`src/rtl/shared_alu_pkg.sv`:
```
package shared_alu_pkg;
    typedef enum logic {
        UNIT_LOGIC = 1'b0,
        UNIT_ARITH = 1'b1
    } unit_e;

    typedef enum logic {
        OP_AND_ADD = 1'b0,
        OP_OR_SUB  = 1'b1
    } op_e;
endpackage

```
`src/rtl/fa_cell.sv`:
```
module fa_cell (
    input  logic a,
    input  logic b,
    input  logic ci,
    output logic s,
    output logic co
);
    logic p;
    assign p  = a ^ b;
    assign s  = p ^ ci;
    assign co = (a & b) | (p & ci);
endmodule

```
`src/rtl/ripple_addsub.sv`:
```
module ripple_addsub #(
    parameter int W = 32
) (
    input  logic [W-1:0] a,
    input  logic [W-1:0] b,
    input  logic         sub,
    output logic [W-1:0] sum,
    output logic         cout,
    output logic         ovf
);
    logic [W:0]   chain;
    logic [W-1:0] b_eff;

    // the operation bit supplies the +1 of two's complement
    assign chain[0] = sub;

    for (genvar i = 0; i < W; i++) begin : g_stage
        assign b_eff[i] = b[i] ^ sub;
        fa_cell u_fa (
            .a  (a[i]),
            .b  (b_eff[i]),
            .ci (chain[i]),
            .s  (sum[i]),
            .co (chain[i+1])
        );
    end

    assign cout = chain[W];
    assign ovf  = chain[W] ^ chain[W-1];
endmodule

```
`src/rtl/bitwise_unit.sv`:
```
module bitwise_unit #(
    parameter int W = 32
) (
    input  logic [W-1:0] a,
    input  logic [W-1:0] b,
    input  logic         use_or,
    output logic [W-1:0] y
);
    logic [W-1:0] and_v;
    logic [W-1:0] or_v;

    assign and_v = a & b;
    assign or_v  = a | b;
    assign y     = use_or ? or_v : and_v;
endmodule

```
`src/rtl/shared_ctl_alu.sv`:
```
module shared_ctl_alu
    import shared_alu_pkg::*;
#(
    parameter int W       = 32,
    parameter bit REG_OUT = 1'b1
) (
    input  logic         clk,
    input  logic         rst_n,
    input  logic [W-1:0] opa,
    input  logic [W-1:0] opb,
    input  logic         op_sel,
    input  logic         unit_sel,
    output logic [W-1:0] result,
    output logic         carry_out,
    output logic         ovf_out
);
    logic [W-1:0] arith_y;
    logic         arith_c;
    logic         arith_v;
    logic [W-1:0] logic_y;

    logic [W-1:0] mux_y;
    logic         mux_c;
    logic         mux_v;

    ripple_addsub #(.W(W)) u_arith (
        .a    (opa),
        .b    (opb),
        .sub  (op_sel),
        .sum  (arith_y),
        .cout (arith_c),
        .ovf  (arith_v)
    );

    bitwise_unit #(.W(W)) u_logic (
        .a      (opa),
        .b      (opb),
        .use_or (op_sel),
        .y      (logic_y)
    );

    // output selector
    always_comb begin
        unique case (unit_e'(unit_sel))
            UNIT_ARITH: begin
                mux_y = arith_y;
                mux_c = arith_c;
                mux_v = arith_v;
            end
            default: begin
                mux_y = logic_y;
                mux_c = 1'b0;
                mux_v = 1'b0;
            end
        endcase
    end

    if (REG_OUT) begin : g_reg
        always_ff @(posedge clk) begin
            if (!rst_n) begin
                result    <= '0;
                carry_out <= 1'b0;
                ovf_out   <= 1'b0;
            end else begin
                result    <= mux_y;
                carry_out <= mux_c;
                ovf_out   <= mux_v;
            end
        end
    end else begin : g_comb
        assign result    = mux_y;
        assign carry_out = mux_c;
        assign ovf_out   = mux_v;
    end
endmodule

```
`config.mk`:
```
export PLATFORM = sky130hd
export DESIGN_NAME = shared_ctl_alu
export DESIGN_NICKNAME = d
export VERILOG_FILES = /design/src/rtl/shared_alu_pkg.sv /design/src/rtl/fa_cell.sv /design/src/rtl/ripple_addsub.sv /design/src/rtl/bitwise_unit.sv /design/src/rtl/shared_ctl_alu.sv
export SDC_FILE = /design/constraint.sdc
export NUM_CORES = 1
export LEC_CHECK = 0
export ABC_CLOCK_PERIOD_IN_PS = 16800
export BUFFER_PORTS_ARGS = -buffer_cell sky130_fd_sc_hd__buf_2
export CAP_MARGIN = 20
export CORE_MARGIN = 2
export CORE_UTILIZATION = 36
export CTS_BUF_LIST = sky130_fd_sc_hd__clkbuf_8
export DETAILED_ROUTE_END_ITERATION = 7
export MAX_ROUTING_LAYER = met4
export PLACE_DENSITY_LB_ADDON = 0.08
export SYNTH_ARGS = -nofsm -noshare
export SYNTH_HDL_FRONTEND = slang
export SYNTH_SLANG_ARGS = --single-unit
export TNS_END_PERCENT = 10
```
`constraint.sdc`:
```
create_clock -name clk -period 16.8 [get_ports clk]
set_clock_uncertainty 0.15 [all_clocks]
set_input_delay 3.36 -clock clk [delete_from_list [all_inputs] [get_ports clk]]
set_output_delay 3.36 -clock clk [all_outputs]
set_load 0.1 [all_outputs]
```
==> run_results.csv, run 1 <==
group,metric,value,unit
timing,layout_setup_ws,0.568,ns
timing,max_freq,61.6,MHz
die,die_w,89.0,µm
worst_setup_path,slowest_stage,"fa_1",
worst_setup_path,critPathLaunchType,"input port",
final_layout,final_nets,446,
global_routing,first_global_vias,2216,
die,dieArea,0.00792,mm²
clock_tree,cts_setup_buffers,0,
pwr,powerDensity,103,mW/mm²
synthesis,yosys_warnings,0,
timing,slew_viol_final,0,
worst_setup_path,cp-endpoint,"result[31]",
worst_setup_path,critical-path-top-delay-family,"adder cells",
global_routing,grt_pass1_wl,10200,µm
synthesis,ys_seq_area_frac,0.262,
worst_setup_path,worstPathArrival,16.23,ns
timing,rsz0062_at_grt,"no",
clock_tree,clk_root_buffer_cell,"clkbuf_8",
timing,worst_pin_slew,0.766,ns
global_routing,grt_antenna_before_repair,0,
worst_setup_path,crit_type,"input port to flop",
final_layout,n_antenna_cell,0,
synthesis,syn_nets,352,
timing,slew-limit-headroom,0.489,
route,antenna_left,0,
timing,tns,0,ns
place,place.gp.congestion,0.728,
worst_setup_path,cp-end-kind,"flop",
synthesis,synthTopCellsByArea,"dfxtp_1 26%, fa_1 24%, xnor2_1 10%",
final_layout,fillerInstances,707,
clock_tree,clk_path_buf_depth,2,
synthesis,synth_common_cells,"35 x inv_1, 34 x dfxtp_1, 31 x a21oi_1, 31 x fa_1, 31 x xnor2_1",
die,start_util,0.376,
route,dr.pass1.iters,4,
die,die-height,89.0,µm
route,wirelength,5980,µm
worst_setup_path,critPathLaunch,"op_sel",
synthesis,synth_largest_area_cell,"dfxtp_1",
global_routing,grt_max_degree,67,
clock_tree,numCtsBuffers,5,
clock_tree,clkTransAtPathRegs,0.08,ns
clock_tree,cts_tree,"built",
worst_setup_path,cp.buffers_inverters,3,
route,drt-wirelength-per-cell,13.5,µm
synthesis,avgSynthCellArea,10.4,µm²
route,drt_iter0_drc,65,
synthesis,ys_async_sr_fraction,0,
die,boundaryPins,102,
run,maxCapViolCount,0,
place,dpl_worst_slack,0.308,ns
clock_tree,holdBufCountCts,0,
clock_tree,cts_resized,0,
synthesis,synth-edff-count,0,
final_layout,synthToLayoutAreaGrowth,24.7,%
global_routing,track_usage,0.170,
route,drc,0,
global_routing,grt-ovfl-total,0,
timing,fin_crit_sh,0.966,
synthesis,synth_top_area_share,0.262,
timing,hold_viol,0,
pwr,p_leak,1.48,nW
synthesis,yosysMostFrequentCell,"inv_1",
worst_setup_path,cp_max_fo,7,
worst_hold_path,hp-class,"input port to flop",
pwr,ir_drop,41.1,µV
final_layout,final_layout_size_suffix_gt1_frac,0.379,
route,routed_via_density,4.91,
outcome,status,"finished clean",
worst_setup_path,cpMostUsedCell,"fa_1",
die,fp-row-count,30,
worst_setup_path,cpPeakStageDelay,0.42,ns
synthesis,ys.flop_type,"dfxtp_1",
route,vias,2170,
place,post-dp-hpwl,4240,µm
timing,setup_viol,0,
synthesis,synth_cell_types,21,
place,portBuffers,101,
timing,period_minus_slack,16.23,ns
clock_tree,clock-sinks,34,
synthesis,ys_ff_latch,34,
worst_setup_path,crit_required,16.80,ns
synthesis,synthCells,251,
synthesis,syn_area,0.00260,mm²
die,coreArea,0.00691,mm²
worst_setup_path,cp.depth,36,
clock_tree,h-tree-depth,2,
==> power breakdown <==
part	internal (mW)	leakage (nW)	switching, mW
Combinational	0.0446	1.14	0.119
Clock	0.0437	0.0579	0.0336
Sequential	0.0905	0.284	0.00207
Total	0.179	1.48	0.154
==> through the flow <==
stage	utilization	hold slack [ns]	instance area [µm²]	total power, mW	std cells
2_1_floorplan	-	3.36	2600	0.226	251
3_3_place_gp	0.454	3.49	3130	0.257	434
3_5_place_dp	0.454	3.50	3130	0.258	434
4_1_cts	0.470	3.19	3240	0.338	442
5_1_grt	0.470	3.19	3240	0.355	442
6_report	0.470	3.20	3240	0.333	442
==> placed cells by master, fill, tap and decap left out <==
cell / instances
o41ai_2: 1
nor2_1: 1
a221oi_1: 13
clkbuf_8: 5
ha_1: 2
a221oi_2: 18
buf_4: 3
inv_1: 35
dfxtp_1: 34
fa_1: 31
and3_1: 2
a21oi_1: 31
and2_1: 1
clkinv_2: 2
mux2i_1: 1
o21ai_1: 15
xnor2_1: 31
buf_2: 101
o21ai_0: 16
nand3_1: 1
xor2_1: 1
bufinv_16: 1
==> worst min path at each step <==
stage,startpoint,to,cells past startpoint
floorplan,rst_n,result[0],2
global placement,rst_n,result[0],3
detailed placement,rst_n,result[0],3
CTS,rst_n,result[0],3
global route,rst_n,ovf_out,2
finish,rst_n,result[0],3
==> final cells by class <==
type	instances	area (µm²)	area share
Timing Repair Buffer	104	528	0.163
Clock inverter	3	40.0	0.0123
Tap cell	96	120	0.0370
Sequential cell	34	681	0.210
Clock buffer	5	68.8	0.0212
Multi-Input combinational cell	165	1670	0.516
Inverter	35	131	0.0405
==> cells by family after synthesis <==
| group | count (synthesis) | share of synthesized area |
|---|---|---|
| compound gates | 94 | 0.273 |
| buf+inv | 52 | 0.0943 |
| flops | 34 | 0.262 |
| fa+ha+maj | 33 | 0.248 |
| xor+xnor | 32 | 0.108 |
| simple gates | 5 | 0.0106 |
| mux | 1 | 0.00385 |
==> registers in the layout (all words and copies together) (netlist names) <==
register	flops
ovf_out	1
carry_out	1
result	32
==> layer usage <==
| metal | wire (µm) | GRT usage | share of wire | up-vias |
|---|---|---|---|---|
| met5 | 0 | - | 0 | - |
| met4 | 68 | 0.0434 | 0.011 | 0 |
| met3 | 374 | 0.0434 | 0.063 | 6 |
| met2 | 2810 | 0.265 | 0.47 | 69 |
| met1 | 2730 | 0.223 | 0.46 | 1031 |
| li1 | - | - | - | 1064 |
==> tightest hold or removal path: stages <==
cell,delay [ns]
buf_2,0.11
nand3_1,0.09
o41ai_2,0.05
(Power assumes the default switching activity.)
==> run 2: changes to the inputs <==
--- a/config.mk
+++ b/config.mk
@@ -15,3 +15,2 @@
 export MAX_ROUTING_LAYER = met4
-export PLACE_DENSITY_LB_ADDON = 0.08
 export SYNTH_ARGS = -nofsm -noshare
--- a/constraint.sdc
+++ b/constraint.sdc
@@ -4,2 +4,2 @@
 set_output_delay 3.36 -clock clk [all_outputs]
-set_load 0.1 [all_outputs]
+set_load 0.02 [all_outputs]
==> run 2 against run 1 <==
  * Core utilization is essentially flat
  * Total power shrank 20%
  * Sequential share of layout area is essentially flat
  * Sequential cell count is the same
  * Largest power group unchanged
==> run_results.csv, run 2 (synthesis results as in run 1) <==
group,metric,value,unit
die,boundaryPins,102,
timing,fin_crit_sh,0.964,
final_layout,largest_reg_flops,32,
final_layout,biggestRegsByFlops,"result (32), carry_out (1), ovf_out (1)",
die,die-height,89.0,µm
worst_setup_path,cpPeakStageDelay,0.42,ns
worst_setup_path,crit_type,"input port to flop",
final_layout,final_common_cell,"buf_2",
die,dieArea,0.00792,mm²
timing,setup_viol,0,
timing,rsz0062_at_grt,"no",
route,wirelength,5790,µm
route,drt-wirelength-per-cell,13.1,µm
clock_tree,h-tree-depth,2,
pwr,clock_power_share,0.273,
outcome,status,"finished clean",
route,routed_via_density,4.99,
worst_setup_path,worstPathArrival,16.17,ns
final_layout,final_cell_mix,"101 x buf_2, 35 x inv_1, 34 x dfxtp_1",
final_layout,synthToLayoutAreaGrowth,24.8,%
global_routing,grt_antenna_before_repair,0,
clock_tree,cts_setup_buffers,0,
global_routing,grt-ovfl-total,0,
pwr,power_frac_seq,0.345,
route,drt_iter0_drc,75,
final_layout,n_antenna_cell,0,
route,vias,2206,
final_layout,final_layout_size_suffix_gt1_frac,0.379,
timing,tns,0,ns
pwr,switching_power,91.8,µW
pwr,p_leak,1.48,nW
timing,holdWs,3.22,ns
die,die_w,89.0,µm
timing,hold_viol,0,
timing,worst_pin_slew,0.789,ns
clock_tree,clk_path_buf_depth,2,
worst_hold_path,hp-class,"input port to flop",
route,antenna_left,0,
timing,slew_viol_final,0,
pwr,p_sw_frac,0.343,
clock_tree,cts_resized,0,
worst_setup_path,cp_max_fo,6,
pwr,p_comb_frac,0.381,
place,portBuffers,101,
clock_tree,clock-sinks,34,
die,start_util,0.376,
route,drc,0,
pwr,powerDensity,82.6,mW/mm²
pwr,ir_drop,25.8,µV
timing,layout_setup_ws,0.610,ns
place,post-dp-hpwl,4170,µm
pwr,cellInternalPower,176,µW
final_layout,final_nets,446,
global_routing,first_global_vias,2006,
worst_setup_path,critPathLaunchType,"input port",
run,maxCapViolCount,0,
worst_setup_path,cpMostUsedCell,"fa_1",
global_routing,grt_pass1_wl,9320,µm
timing,period_minus_slack,16.19,ns
final_layout,largest-register,"result",
clock_tree,holdBufCountCts,0,
clock_tree,numCtsBuffers,5,
clock_tree,clkTransAtPathRegs,0.07,ns
worst_setup_path,cp-end-kind,"flop",
die,fp-row-count,30,
global_routing,track_usage,0.154,
clock_tree,cts_tree,"built",
die,coreArea,0.00691,mm²
place,dpl_worst_slack,0.358,ns
timing,max_freq,61.8,MHz
timing,slew-limit-headroom,0.474,
route,dr.pass1.iters,4,
place,place.gp.congestion,0.851,
worst_setup_path,slowest_stage,"fa_1",
worst_setup_path,crit_required,16.78,ns
global_routing,grt_max_degree,67,
clock_tree,clk_root_buffer_cell,"clkbuf_8",
run 2: cell types whose count changed in the layout (fill, tap and decap cells not counted), sizes merged:
cell    previous run  this run
bufinv             1         0
clkinv             2         0
clkbuf             5         8
run 2: path summary, 6_finish.rpt:
path / from / cells after the start / to / slack (ns)
worst max-delay path: op_sel / 36 / result[31] / 0.61
worst min-delay path: rst_n / 3 / result[0] / 3.22
run 2: power by group through the flow:
| stage | clock network (mW) | logic (mW) | registers, mW |
|---|---|---|---|
| 3_5_place_dp | 0 | 0.102 | 0.0946 |
| 3_3_place_gp | 0 | 0.101 | 0.0945 |
| 5_1_grt | 0.0802 | 0.115 | 0.0937 |
| 2_1_floorplan | 0 | 0.0579 | 0.108 |
| 4_1_cts | 0.0762 | 0.103 | 0.0927 |
| 6_report | 0.0733 | 0.102 | 0.0926 |
run 2: critical path: cells and delay by family:
kind	cells	cell delay (ns)
adder cells (fa/ha/maj)	31	12.29
buffers and inverters	3	0.32
XOR/XNOR	1	0.15
AO/OA/AOI/OAI	1	0.06
run 2: layout make-up:
cell class	count	area (µm²)
clock buffer	8	110
fill	696	3660
inverter	35	131
multi-input combinational	165	1670
sequential	34	681
tap	96	120
timing repair buffer	104	528
run 2: stage by stage:
step / cell area [µm²] / power (mW) / instances / utilization
global placement: 3130 / 0.196 / 434 / 0.454
detailed placement: 3130 / 0.196 / 434 / 0.454
global route: 3240 / 0.288 / 442 / 0.470
floorplan: 2600 / 0.166 / 251 / -
finish: 3240 / 0.268 / 442 / 0.470
CTS: 3240 / 0.272 / 442 / 0.470
run 2: per-layer routing:
layer  part of all wire  routed length [µm]  global-route usage
met1               0.44                2570               0.196
met2               0.48                2760               0.243
met3              0.062                 361              0.0351
met4              0.017                 101              0.0516
met5                  0                   0                   -
==> run 3: changes to the inputs <==
Settings changed: ABC_AREA set to 1.
==> run 3 against run 2 <==
  * Maximum frequency down 0.22%
  * Wire length grew 8.9%
  * Critical endpoint unchanged
  * Critical path type unchanged
  * Clock-buffer cell count unchanged
  * Synthesized cell count rose by 51%
==> run_results.csv, run 3 <==
group,metric,value,unit
outcome,status,"finished clean",
synthesis,synth_top_area_share,0.254,
worst_hold_path,hp-class,"input port to flop",
pwr,ir_drop,27.9,µV
timing,holdWs,3.25,ns
worst_setup_path,crit_type,"input port to flop",
route,dr.pass1.iters,4,
die,boundaryPins,102,
clock_tree,h-tree-depth,2,
pwr,p_leak,2.06,nW
clock_tree,numCtsBuffers,5,
timing,hold_viol,0,
final_layout,biggestRegsByFlops,"result (32), carry_out (1), ovf_out (1)",
worst_setup_path,worstPathArrival,16.26,ns
clock_tree,holdBufCountCts,0,
final_layout,final_cell_mix,"162 x nand2_1, 101 x buf_2, 69 x inv_1, 34 x dfxtp_1, 32 x nand3_1",
die,fp-row-count,31,
final_layout,multi_input_area,0.00164,mm²
final_layout,fillerInstances,744,
route,vias,2483,
synthesis,synth-edff-count,0,
timing,setup_viol,0,
place,post-dp-hpwl,4830,µm
clock_tree,cts_tree,"built",
timing,max_freq,61.6,MHz
final_layout,n_antenna_cell,0,
worst_setup_path,cpPeakStageDelay,0.44,ns
worst_setup_path,critPathLaunchType,"input port",
worst_setup_path,critPathLaunch,"op_sel",
timing,period_minus_slack,16.23,ns
timing,rsz0062_at_grt,"no",
global_routing,grt_antenna_before_repair,0,
clock_tree,clock-sinks,34,
synthesis,ys_ff_latch,34,
timing,tns,0,ns
final_layout,final_layout_size_suffix_gt1_frac,0.246,
timing,slew-limit-headroom,0.442,
synthesis,ys_async_sr_fraction,0,
die,die_w,90.3,µm
final_layout,register_area,681,µm²
die,start_util,0.372,
final_layout,final_common_cell,"nand2_1",
clock_tree,clk_path_buf_depth,2,
global_routing,first_global_vias,2473,
worst_setup_path,crit_required,16.84,ns
synthesis,avgSynthCellArea,7.06,µm²
route,drt-wirelength-per-cell,10.9,µm
worst_setup_path,slowest_stage,"fa_1",
final_layout,largest_reg_flops,32,
clock_tree,clk_root_buffer_cell,"clkbuf_8",
pwr,cellInternalPower,164,µW
timing,fin_crit_sh,0.966,
synthesis,syn_nets,481,
worst_setup_path,cp-endpoint,"result[31]",
synthesis,ys.flop_type,"dfxtp_1",
route,routed_via_density,4.30,
die,die-height,90.3,µm
synthesis,yosysMostFrequentCell,"nand2_1",
worst_setup_path,cpMostUsedCell,"fa_1",
pwr,p_sw_frac,0.340,
synthesis,ys_seq_area_frac,0.254,
pwr,clock_power_share,0.297,
global_routing,grt_pass1_wl,10700,µm
worst_setup_path,cp-end-kind,"flop",
pwr,powerDensity,74.1,mW/mm²
final_layout,synthToLayoutAreaGrowth,24.7,%
pwr,power_frac_seq,0.371,
clock_tree,clkTransAtPathRegs,0.08,ns
worst_setup_path,cp_max_fo,6,
global_routing,grt_max_degree,34,
route,drc,0,
pwr,switching_power,84.3,µW
synthesis,synth_largest_area_cell,"dfxtp_1",
timing,slew_viol_final,0,
global_routing,grt-ovfl-total,0,
final_layout,largest-register,"result",
final_layout,final_nets,579,
route,wirelength,6310,µm
die,coreArea,0.00721,mm²
synthesis,syn_area,0.00268,mm²
pwr,p_comb_frac,0.332,
clock_tree,cts_resized,0,
synthesis,synthTopCellsByArea,"dfxtp_1 25%, fa_1 23%, nand2_1 23%",
route,drt_iter0_drc,76,
place,place.gp.congestion,0.830,
place,portBuffers,101,
synthesis,synth_common_cells,"162 x nand2_1, 69 x inv_1, 34 x dfxtp_1",
route,antenna_left,0,
die,dieArea,0.00815,mm²
timing,worst_pin_slew,0.834,ns
synthesis,synthCells,380,
clock_tree,cts_setup_buffers,0,
synthesis,yosys_warnings,0,
run,maxCapViolCount,0,
global_routing,track_usage,0.166,
synthesis,synth_cell_types,18,
[run 3: cell count changes in the layout (fill, tap and decap cells not counted), moves of 2 or more]
cell / change
nand2_1: +162
inv_1: +34
nand3_1: +31
xnor2_1: -31
a21oi_1: -30
or2_0: +27
a221oi_2: -18
o21ai_0: -15
o21ai_1: -15
a221oi_1: -13
or2_2: +3
and3_1: -2
[run 3: power groups by stage]
| stage | clock network, mW | registers [mW] | logic (mW) |
|---|---|---|---|
| 6_report | 0.0737 | 0.0920 | 0.0823 |
| 5_1_grt | 0.0808 | 0.0930 | 0.0946 |
| 4_1_cts | 0.0766 | 0.0920 | 0.0836 |
| 3_5_place_dp | 0 | 0.0938 | 0.0835 |
| 3_3_place_gp | 0 | 0.0937 | 0.0813 |
| 2_1_floorplan | 0 | 0.107 | 0.0431 |
[run 3: layout make-up]
| cell class | count | share of cell area |
|---|---|---|
| multi-input cells | 263 | 0.490 |
| flip-flops and latches | 34 | 0.204 |
| repair buffers | 104 | 0.158 |
| inverters | 70 | 0.0786 |
| clock buffers | 8 | 0.0329 |
| well taps | 99 | 0.0370 |
[run 3: how the worst min path moves through the flow]
| stage | to | cells after the start | startpoint | slack [ns] |
|---|---|---|---|---|
| after global placement | result[31] | 5 | opa[31] | 3.55 |
| after CTS | result[31] | 5 | opa[31] | 3.23 |
| after global routing | result[31] | 5 | opa[31] | 3.26 |
| after detailed placement | result[6] | 5 | opa[6] | 3.55 |
| after floorplan | result[3] | 3 | unit_sel | 3.39 |
| final | result[6] | 5 | opa[6] | 3.25 |
[run 3: kinds of logic after synthesis]
group                      count (synthesis)  share of synthesized area
AOI/OAI and AO/OA                          2                    0.00373
adders and majority gates                 33                      0.241
buffers and inverters                     83                      0.135
DFF                                       34                      0.254
and+or+nand+nor                          228                      0.367
[run 3: metal layers]
metal  vias to the layer above  wire length (µm)  track usage
met3                         8               295       0.0292
li1                       1294                 -            -
met1                      1114              2770        0.194
met2                        67              3140        0.288
met4                         0               104       0.0603
met5                         -                 0            -
[run 3: critical path, delay by kind of cell]
family | cells | cell delay [ns]
adder cells (fa/ha/maj) | 31 | 12.36
buffers and inverters | 3 | 0.29
AND/OR/NAND/NOR | 4 | 0.27
[run 3: stage by stage]
step	instances	instance area (µm²)	utilization	setup slack (ns)	power [mW]
after global placement	570	3230	0.448	0.499	0.175
after detailed placement	570	3230	0.448	0.284	0.177
after floorplan	380	2680	-	0.690	0.150
final	578	3340	0.464	0.575	0.248
after CTS	578	3340	0.464	0.575	0.252
after global routing	578	3340	0.464	0.180	0.269
